`config.mk`:
```
export PLATFORM = sky130hd
export DESIGN_NAME = cond_block_tracker
export DESIGN_NICKNAME = d
export VERILOG_FILES = /design/src/rtl/cbt_pkg.sv /design/src/rtl/cbt_prefix_detect.sv /design/src/rtl/cbt_step.sv /design/src/rtl/cbt_cond_eval.sv /design/src/rtl/cond_block_tracker.sv
export SDC_FILE = /design/constraint.sdc
export NUM_CORES = 1
export LEC_CHECK = 0
export ABC_AREA = 1
export BUFFER_PORTS_ARGS = -buffer_cell sky130_fd_sc_hd__buf_2
export CAP_MARGIN = 40
export CORE_ASPECT_RATIO = 1.2
export CORE_UTILIZATION = 42
export DETAILED_ROUTE_END_ITERATION = 16
export PLACE_DENSITY = 0.74
export SLEW_MARGIN = 25
export SYNTH_ARGS = -nofsm -noshare
export SYNTH_HDL_FRONTEND = slang
export SYNTH_SLANG_ARGS = --single-unit
```
`constraint.sdc`:
```
create_clock -name clk -period 1.2 [get_ports clk]
set_clock_uncertainty 0.2 [all_clocks]
set_input_delay 0.24 -clock clk [delete_from_list [all_inputs] [get_ports clk]]
set_output_delay 0.24 -clock clk [all_outputs]
set_load 0.01 [all_outputs]
```
`src/rtl/cbt_pkg.sv`:
```
package cbt_pkg;
  localparam int COND_W = 4;
  localparam int MASK_W = 4;
  localparam int ST_W   = COND_W + MASK_W;
  localparam int LO_W   = 2;
  localparam int HI_W   = ST_W - LO_W;
  localparam int HW_W   = 16;
  localparam logic [7:0] PREFIX_TAG = 8'hBF;

  typedef struct packed {
    logic [COND_W-1:0] cond;
    logic [MASK_W-1:0] mask;
  } blk_state_t;
endpackage

```
`src/rtl/cbt_prefix_detect.sv`:
```
module cbt_prefix_detect
  import cbt_pkg::*;
#(
  parameter int W = HW_W
) (
  input  logic         hw_valid_i,
  input  logic [W-1:0] hw_i,
  output logic         hit_o,
  output blk_state_t   byte_o
);
  localparam int TAG_LSB = W - 8;

  always_comb begin
    hit_o  = hw_valid_i && (hw_i[W-1:TAG_LSB] == PREFIX_TAG) && (hw_i[MASK_W-1:0] != '0);
    byte_o = blk_state_t'(hw_i[ST_W-1:0]);
  end
endmodule

```
`src/rtl/cbt_step.sv`:
```
module cbt_step
  import cbt_pkg::*;
(
  input  blk_state_t cur_i,
  output blk_state_t nxt_o
);
  logic [MASK_W:0] wide;

  always_comb begin
    wide = {cur_i.mask, 1'b0};
    nxt_o.mask = wide[MASK_W-1:0];
    if (wide[MASK_W-1:0] == '0)
      nxt_o.cond = '0;
    else
      nxt_o.cond = {cur_i.cond[COND_W-1:1], wide[MASK_W]};
  end
endmodule

```
`src/rtl/cbt_cond_eval.sv`:
```
module cbt_cond_eval
  import cbt_pkg::*;
(
  input  logic [COND_W-1:0] cond_i,
  input  logic [3:0]        flags_i,
  output logic              ok_o
);
  logic n, z, c, v, base;

  always_comb begin
    n = flags_i[3];
    z = flags_i[2];
    c = flags_i[1];
    v = flags_i[0];
    // the lowest code bit inverts the sense of codes 0..13
    unique case (cond_i[3:1])
      3'd0: base = z;
      3'd1: base = c;
      3'd2: base = n;
      3'd3: base = v;
      3'd4: base = c & ~z;
      3'd5: base = (n == v);
      3'd6: base = ~z & (n == v);
      default: base = 1'b1;
    endcase
    if (cond_i[3:1] == 3'd7)
      ok_o = 1'b1;
    else
      ok_o = base ^ cond_i[0];
  end
endmodule

```
`src/rtl/cond_block_tracker.sv`:
```
module cond_block_tracker
  import cbt_pkg::*;
(
  input  logic            clk,
  input  logic            rst,
  input  logic            advance_i,
  input  logic            hw_valid_i,
  input  logic [HW_W-1:0] hw_i,
  input  logic            restore_i,
  input  logic [HI_W-1:0] restore_hi_i,
  input  logic [LO_W-1:0] restore_lo_i,
  input  logic            exc_entry_i,
  input  logic [3:0]      flags_i,
  output logic [ST_W-1:0] state_o,
  output logic            active_o,
  output logic [COND_W-1:0] cond_o,
  output logic            pass_o,
  output logic [HI_W-1:0] save_hi_o,
  output logic [LO_W-1:0] save_lo_o
);
  blk_state_t cur_q, pend_q, stepped, cap_byte, rebuilt;
  logic       cap_hit, cond_ok;
  logic [ST_W-1:0] save_q;

  cbt_prefix_detect #(.W(HW_W)) u_detect (
    .hw_valid_i (hw_valid_i),
    .hw_i       (hw_i),
    .hit_o      (cap_hit),
    .byte_o     (cap_byte)
  );

  cbt_step u_step (
    .cur_i (cur_q),
    .nxt_o (stepped)
  );

  cbt_cond_eval u_eval (
    .cond_i  (cur_q.cond),
    .flags_i (flags_i),
    .ok_o    (cond_ok)
  );

  always_comb begin
    rebuilt = blk_state_t'((({restore_hi_i, {LO_W{1'b0}}}) & 8'hFC) |
                           ({{HI_W{1'b0}}, restore_lo_i} & 8'h03));
  end

  always_ff @(posedge clk) begin
    if (rst) begin
      cur_q  <= '0;
      pend_q <= '0;
      save_q <= '0;
    end else if (exc_entry_i) begin
      save_q <= cur_q;
      cur_q  <= '0;
      pend_q <= '0;
    end else if (restore_i) begin
      cur_q  <= rebuilt;
      pend_q <= '0;
    end else begin
      if (advance_i) begin
        if (pend_q != '0) cur_q <= pend_q;
        else              cur_q <= stepped;
      end
      if (cap_hit)
        pend_q <= cap_byte;
      else if (advance_i && pend_q != '0)
        pend_q <= '0;
    end
  end

  assign state_o   = cur_q;
  assign cond_o    = cur_q.cond;
  assign active_o  = (cur_q.mask != '0);
  assign pass_o    = !active_o || cond_ok;
  assign save_hi_o = save_q[ST_W-1:LO_W];
  assign save_lo_o = save_q[LO_W-1:0];

  // after reset everything is zero
  assert_reset_clear_R1: assert property (@(posedge clk)
    rst |=> (state_o == '0 && save_hi_o == '0 && save_lo_o == '0));

  // pending load wins over stepping
  assert_pending_load_R3: assert property (@(posedge clk) disable iff (rst)
    (advance_i && !exc_entry_i && !restore_i && pend_q != '0) |=> state_o == $past(pend_q));

  // a step shifts the mask by one place
  assert_step_shift_R4: assert property (@(posedge clk) disable iff (rst)
    (advance_i && !exc_entry_i && !restore_i && pend_q == '0) |=>
      state_o[MASK_W-1:0] == {$past(state_o[MASK_W-2:0]), 1'b0});

  // an emptied mask leaves the whole state at zero
  assert_empty_zero_R5: assert property (@(posedge clk) disable iff (rst)
    (state_o[MASK_W-1:0] == '0) |-> (state_o == '0 || $past(restore_i)));

  // exception entry saves and zeroes
  assert_entry_save_R7: assert property (@(posedge clk) disable iff (rst)
    exc_entry_i |=> (state_o == '0 && {save_hi_o, save_lo_o} == $past(state_o)));

  // restore rebuilds from the two fields
  assert_restore_load_R8: assert property (@(posedge clk) disable iff (rst)
    (restore_i && !exc_entry_i) |=> state_o == {$past(restore_hi_i), $past(restore_lo_i)});
endmodule

```
==> results.sh, run 1 <==
export IMPL_status="complete, but fails checks"
export IMPL_violations="setup timing"
export IMPL_cts_made_buffers=3
export IMPL_power_internal_mw=1.34
export IMPL_hold_viol_final=0
export IMPL_gp_congestion=0.755
export IMPL_required_ns=0.76
export IMPL_p_comb_frac=0.264
export IMPL_drive_gt1_frac=0.581
export IMPL_synth_avg_cell_area_um2=7.24
export IMPL_crit_path_end_kind="output pin"
export IMPL_synth_area_um2=1310
export IMPL_p_clk_frac=0.278
export IMPL_final_setup_worst_slack_ns=-0.610
export IMPL_netlist_top_cells_area="dfxtp_1 (37%), a21oi_1 (9.2%), nand2_1 (8.3%), nand3_1 (6.5%), nor2_1 (4.9%)"
export IMPL_ys_seq_area_frac=0.367
export IMPL_grtUsageTotal=0.251
export IMPL_slew_headroom=0.796
export IMPL_arrival_ns=1.37
export IMPL_switching_share=0.283
export IMPL_num_io_pins=56
export IMPL_power_density_nw_per_um2=818
export IMPL_finalCritPeriodShare=1.51
export IMPL_p_switching_uw=529
export IMPL_cts_root_buf="clkbuf_4"
export IMPL_antenna_found_initial=0
export IMPL_synth_cell_types=27
export IMPL_critical_path_class="flip-flop to output pin"
export IMPL_wl_per_cell_um=13.2
export IMPL_register_area_um2=515
export IMPL_p_seq_frac=0.458
export IMPL_hold_path_class="input port to flip-flop"
export IMPL_layout_commonest_cell="buf_2"
export IMPL_multi_input_area_um2=846
export IMPL_power_total_mw=1.87
export IMPL_die_width_um=53.0
export IMPL_critPathMaxFanout=8
export IMPL_fillCellCount=203
export IMPL_peakVddDrop_uv=723
export IMPL_syn_nets=215
export IMPL_nets=312
export IMPL_port_buffers=55
export IMPL_worst_pin_slew_ns=0.306
export IMPL_drc=0
export IMPL_vias=1583
export IMPL_areaGrowthSynthToFinish_pct=74.5
export IMPL_fp_dieH_um=63.2
export IMPL_cts_tree="done"
export IMPL_worstSkewPairLatency_ns=0.33
export IMPL_antenna_left=0
export IMPL_die_area_um2=3350
export IMPL_drt_total_wl_mm=4.09
export IMPL_clk_path_buf_depth=2
export IMPL_first_iter_violations=31
export IMPL_timing_hold_ws_ns=0.0468
export IMPL_hpwl_mm=2.52
export IMPL_start_kind="flip-flop"
export IMPL_overflow=0
export IMPL_vias_per_cell=5.09
export IMPL_diodes=0
export IMPL_ys_ff_latch=24
export IMPL_final_cell_mix="buf_2 (38), buf_4 (32), nand2_1 (26), buf_6 (23)"
export IMPL_yosys_warnings=0
export IMPL_core_area_um2=2890
export IMPL_synthCells=181
export IMPL_row_count=21
export IMPL_yosysTopAreaCellShare=0.367
export IMPL_grt_pass1_wl_mm=6.28
export IMPL_path_clk_slew_ns=0.14
export IMPL_setup_viol=37
export IMPL_drv_slew=0
export IMPL_rsz0062_at_grt="yes"
export IMPL_maxCapViolations=0
export IMPL_r2r_slack_ns=-0.18
export IMPL_firstDrtPassIters=5
export IMPL_grt_pass1_vias=1445
export IMPL_clock_fmax_mhz=552
export IMPL_start_util=0.453
export IMPL_cts_sinks=24
export IMPL_htreeDepth=1
export IMPL_period_minus_slack_ns=1.81
export IMPL_yosys_area_top_type="dfxtp_1"
export IMPL_grt_max_degree=17
export IMPL_p_leak_nw=1.05
-- cell usage after synthesis, drive strengths merged --
cell / instances
nand4: 9
o211ai: 2
o21ai: 9
a21boi: 1
nand3: 18
nor2: 23
mux2i: 3
nand2: 32
a21oi: 24
nand3b: 1
o221ai: 3
buf: 8
xnor2: 1
inv: 18
dfxtp: 24
nor3: 4
o31ai: 1
-- critical path: stages (launching register included) --
cell and delay, ns:
dfxtp_4 0.44, inv_4 0.06, nand3_2 0.06, nand2_1 0.05
nor2_1 0.10, nand2_1 0.07, nand2_1 0.06, nand2_1 0.06
nand3_2 0.06, buf_6 0.09
-- metrics by stage --
stage / std cells / worst slack, ns / TNS, ns / util / area (µm²)
3_5_place_dp: 290 / -0.253 / -2.06 / 0.626 / 1810
5_1_grt: 311 / -0.710 / -7.39 / 0.791 / 2290
6_report: 311 / -0.610 / -5.21 / 0.791 / 2290
2_1_floorplan: 181 / -0.115 / -0.211 / - / 1330
4_1_cts: 306 / -0.607 / -5.14 / 0.750 / 2170
3_3_place_gp: 290 / -0.233 / -1.60 / 0.626 / 1810
-- final timing paths --
check                        from          to  depth (start not counted)
setup / recovery        cond_o[1]      pass_o                          9
hold / removal    restore_lo_i[1]  state_o[1]                          3
setup reg to reg        pend_q[2]   pend_q[4]                          5
hold reg to reg         save_q[6]   save_q[6]                          2
-- what timing repair did --
item,in CTS,in global routing
setup buffers,6,9
hold endpoints to repair,7,0
pin swaps,15,16
endpoints found under the setup margin,37,37
hold buffers,7,0
gates resized for setup,52,25
-- power by group through the flow --
stage          sequential (mW)  combinational (mW)  clock (mW)
4_1_cts                  0.857               0.465       0.526
6_report                 0.856               0.494       0.520
2_1_floorplan            0.880               0.180           0
5_1_grt                  0.860               0.537       0.573
3_5_place_dp             0.862               0.367           0
3_3_place_gp             0.860               0.364           0
-- kinds of logic after synthesis --
| kind of cell | share of synthesized area |
|---|---|
| flops | 0.367 |
| xor+xnor | 0.00669 |
| compound gates | 0.181 |
| simple gates | 0.330 |
| buf+inv | 0.0936 |
| mux | 0.0229 |
-- layout make-up --
| type | instances | area share |
|---|---|---|
| Clock buffer | 4 | 0.0208 |
| Tap cell | 34 | 0.0186 |
| Sequential cell | 24 | 0.226 |
| Multi-Input combinational cell | 131 | 0.370 |
| Timing Repair Buffer | 100 | 0.332 |
| Inverter | 18 | 0.0328 |
-- per-layer routing --
layer	GRT usage	up-vias	wire length, µm	share of wire
met4	0.0789	0	47	0.011
li1	-	811	-	-
met3	0.0338	5	180	0.044
met2	0.494	53	2410	0.59
met5	0	-	0	0
met1	0.254	714	1450	0.36
-- sequential cells by signal (all words and copies together), names as in the netlist --
register and flops:
cond_o 4, pend_q 8, save_q 8, state_o 4
No activity file was read; power rests on OpenSTA's default activity.
==> run 2: changes to the inputs <==
Settings changed: ABC_AREA 1 to default, CORE_UTILIZATION 42 to 41.
==> run 2 against run 1 <==
- the run still ends with setup timing left
- die area shrank 5.9%
- wire length grew 0.59%
- worst setup slack lost 0.36 ns
- synthesized area shrank 8.3%
- clock power shrank 17%
- via count shrank 8.8%
- sequential share of layout area grew 0.49 points
- sequential power shrank 3.2%
- count of clock-buffer cells in the layout is the same
- largest cell class is now non-clock buffers
==> results.sh, run 2 <==
export IMPL_status="complete, but fails checks"
export IMPL_violations="setup timing"
export IMPL_netlist_top_cells_area="dfxtp_1 (40%), mux2i_1 (11%), a21oi_1 (6.7%), nor2_1 (6.6%), buf_4 (3.1%)"
export IMPL_p_leak_nw=1.01
export IMPL_r2r_start="pend_q[3]"
export IMPL_synth_area_um2=1200
export IMPL_yosys_warnings=0
export IMPL_final_cell_mix="buf_2 (33), buf_6 (33), buf_4 (30), nor2_1 (19)"
export IMPL_peakVddDrop_uv=622
export IMPL_clk_path_buf_depth=2
export IMPL_crit_start="cond_o[1]"
export IMPL_worstHoldStart="restore_hi_i[5]"
export IMPL_grt_max_degree=14
export IMPL_synth_compound_area_frac=0.128
export IMPL_final_setup_worst_slack_ns=-0.965
export IMPL_drive_gt1_frac=0.661
export IMPL_cts_made_buffers=3
export IMPL_path_cells="or4b_1 -> a31oi_2 -> mux2i_1 -> buf_2"
export IMPL_fillCellCount=169
export IMPL_syn_nets=172
export IMPL_arrival_ns=1.73
export IMPL_drt_total_wl_mm=4.11
export IMPL_power_total_mw=1.67
export IMPL_critPathSlowestCell="or4b_1"
export IMPL_synthCells=138
export IMPL_highest_layer="met4"
export IMPL_cts_sinks=24
export IMPL_yosysTopAreaCellShare=0.400
export IMPL_overflow=0
export IMPL_clock_fmax_mhz=462
export IMPL_multi_input_area_um2=817
export IMPL_vias=1444
export IMPL_synth_mux_area_frac=0.127
export IMPL_required_ns=0.76
export IMPL_rsz0062_at_grt="yes"
export IMPL_wl_met1_mm=1.47
export IMPL_crit_buf_inv=1
export IMPL_dr_wl_met3_um=183
export IMPL_worstSkewPairLatency_ns=0.31
export IMPL_top_regs="pend_q: 8 flops, save_q: 8 flops"
export IMPL_wl_per_cell_um=15.4
export IMPL_synth_edf_count=0
export IMPL_fin_util=0.803
export IMPL_gp_congestion=0.783
export IMPL_port_buffers=55
export IMPL_yosys_area_top_type="dfxtp_1"
export IMPL_num_io_pins=56
export IMPL_firstDrtPassIters=4
export IMPL_crit_path_end_kind="output pin"
export IMPL_grt_pass1_wl_mm=5.93
export IMPL_register_area_um2=515
export IMPL_grt_pass1_vias=1383
export IMPL_htreeDepth=1
export IMPL_slowest_delay_ns=0.51
export IMPL_drc=0
export IMPL_diodes=0
export IMPL_antenna_found_initial=0
export IMPL_vias_per_cell=5.41
export IMPL_hpwl_mm=2.62
export IMPL_power_density_nw_per_um2=748
export IMPL_fp_dieH_um=61.3
export IMPL_worst_pin_slew_ns=0.447
export IMPL_cts_root_buf="clkbuf_4"
export IMPL_start_util=0.431
export IMPL_synth_most_common_cell="dfxtp_1"
export IMPL_nets=268
export IMPL_drv_slew=0
export IMPL_maxCapViolations=0
export IMPL_areaGrowthSynthToFinish_pct=86.3
export IMPL_crit_family="simple AND/OR/NAND/NOR gates"
export IMPL_hold_path_class="input port to flip-flop"
export IMPL_period_minus_slack_ns=2.17
export IMPL_row_count=21
export IMPL_synth_cell_types=34
export IMPL_die_area_um2=3150
export IMPL_finalCritPeriodShare=1.80
export IMPL_core_area_um2=2790
export IMPL_path_clk_slew_ns=0.13
export IMPL_cts_tree="done"
export IMPL_hold_viol_final=0
export IMPL_critical_path_class="flip-flop to output pin"
export IMPL_first_iter_violations=40
export IMPL_setup_viol=37
export IMPL_wl_met2_mm=2.35
export IMPL_yosys_area_share_adder=0
export IMPL_die_width_um=51.4
export IMPL_yosys_area_share_simple=0.284
export IMPL_slew_headroom=0.702
export IMPL_synth_xor_area_frac=0.00729
export IMPL_synth_commonest_cells="dfxtp_1 (24), nor2_1 (21), a21oi_1 (16), mux2i_1 (13), nand2_1 (9)"
export IMPL_pre_cts_ws_ns=-0.692
export IMPL_ys_ff_latch=24
export IMPL_critPathMaxFanout=2
export IMPL_grtUsageTotal=0.255
export IMPL_synth_async_reset_ratio=0
export IMPL_start_kind="flip-flop"
export IMPL_ys_seq_area_frac=0.400
export IMPL_synth_top_family_by_area="simple AND/OR/NAND/NOR gates"
export IMPL_antenna_left=0
export IMPL_ys_flop_type="dfxtp_1"
export IMPL_synth_avg_cell_area_um2=8.70
==> run 2: cell types whose count changed after synthesis, moves of 5 or more <==
cell      delta
a21oi_1      -8
clkbuf_1     +5
inv_1       -12
mux2i_1     +10
nand2_1     -20
nand3_1     -15
nand4_1      -9
o21ai_1      -8
==> run 2: what timing repair did <==
item	4_1_cts	5_1_grt
pin swaps	13	19
endpoints found under the setup margin	37	38
hold buffers	6	0
gates resized for setup	64	25
gates cloned	1	0
buffers inserted	6	10
hold endpoints to repair	6	0
==> run 2: cells by family after synthesis <==
kind of cell | count (synthesis)
and+or+nand+nor | 61
DFF | 24
buffers and inverters | 12
xor gates and xnor gates | 1
muxes | 14
AOI/OAI and AO/OA | 26
==> run 2: path summary, 6_finish.rpt <==
kind	to	slack, ns	depth (start not counted)
worst max-delay path	pass_o	-0.97	4
worst min-delay path	cond_o[3]	0.03	3
worst max register to register	cond_o[1]	-0.70	4
worst min register to register	save_q[7]	0.32	2
==> run 2: power breakdown <==
part           switching [mW]  total, mW  leakage, nW  internal (mW)
Combinational           0.185      0.411        0.782          0.227
Sequential             0.0194      0.829        0.204          0.809
Clock                   0.247      0.433       0.0210          0.185
==> run 2: area by class of cell <==
type,count,share of cell area
clock buffers,4,0.0162
multi-input cells,102,0.365
flip-flops and latches,24,0.230
inverters,1,0.00168
repair buffers,102,0.367
well taps,34,0.0190
==> run 2: tightest hold or removal path: cells and delay by family <==
family | cells | cell delay (ns)
muxes | 1 | 0.07
AOI/OAI and AO/OA | 1 | 0.12
buffers and inverters | 1 | 0.08
==> run 2: routing by layer <==
layer | track usage | up-vias
li1 | - | 689
met1 | 0.235 | 680
met2 | 0.553 | 65
met3 | 0.0346 | 10
met4 | 0.0888 | 0
met5 | 0 | -
==> run 2: per-stage QoR <==
| step | setup TNS, ns | std cells | area, µm² | hold WS, ns |
|---|---|---|---|---|
| 6_report | -8.41 | 267 | 2240 | 0.0287 |
| 5_1_grt | -10.02 | 267 | 2240 | 0.0434 |
| 4_1_cts | -8.04 | 261 | 2120 | 0.0262 |
| 3_5_place_dp | -8.51 | 246 | 1740 | 0.280 |
| 3_3_place_gp | -7.88 | 246 | 1740 | 0.269 |
| 2_1_floorplan | -5.25 | 138 | 1270 | 0.176 |
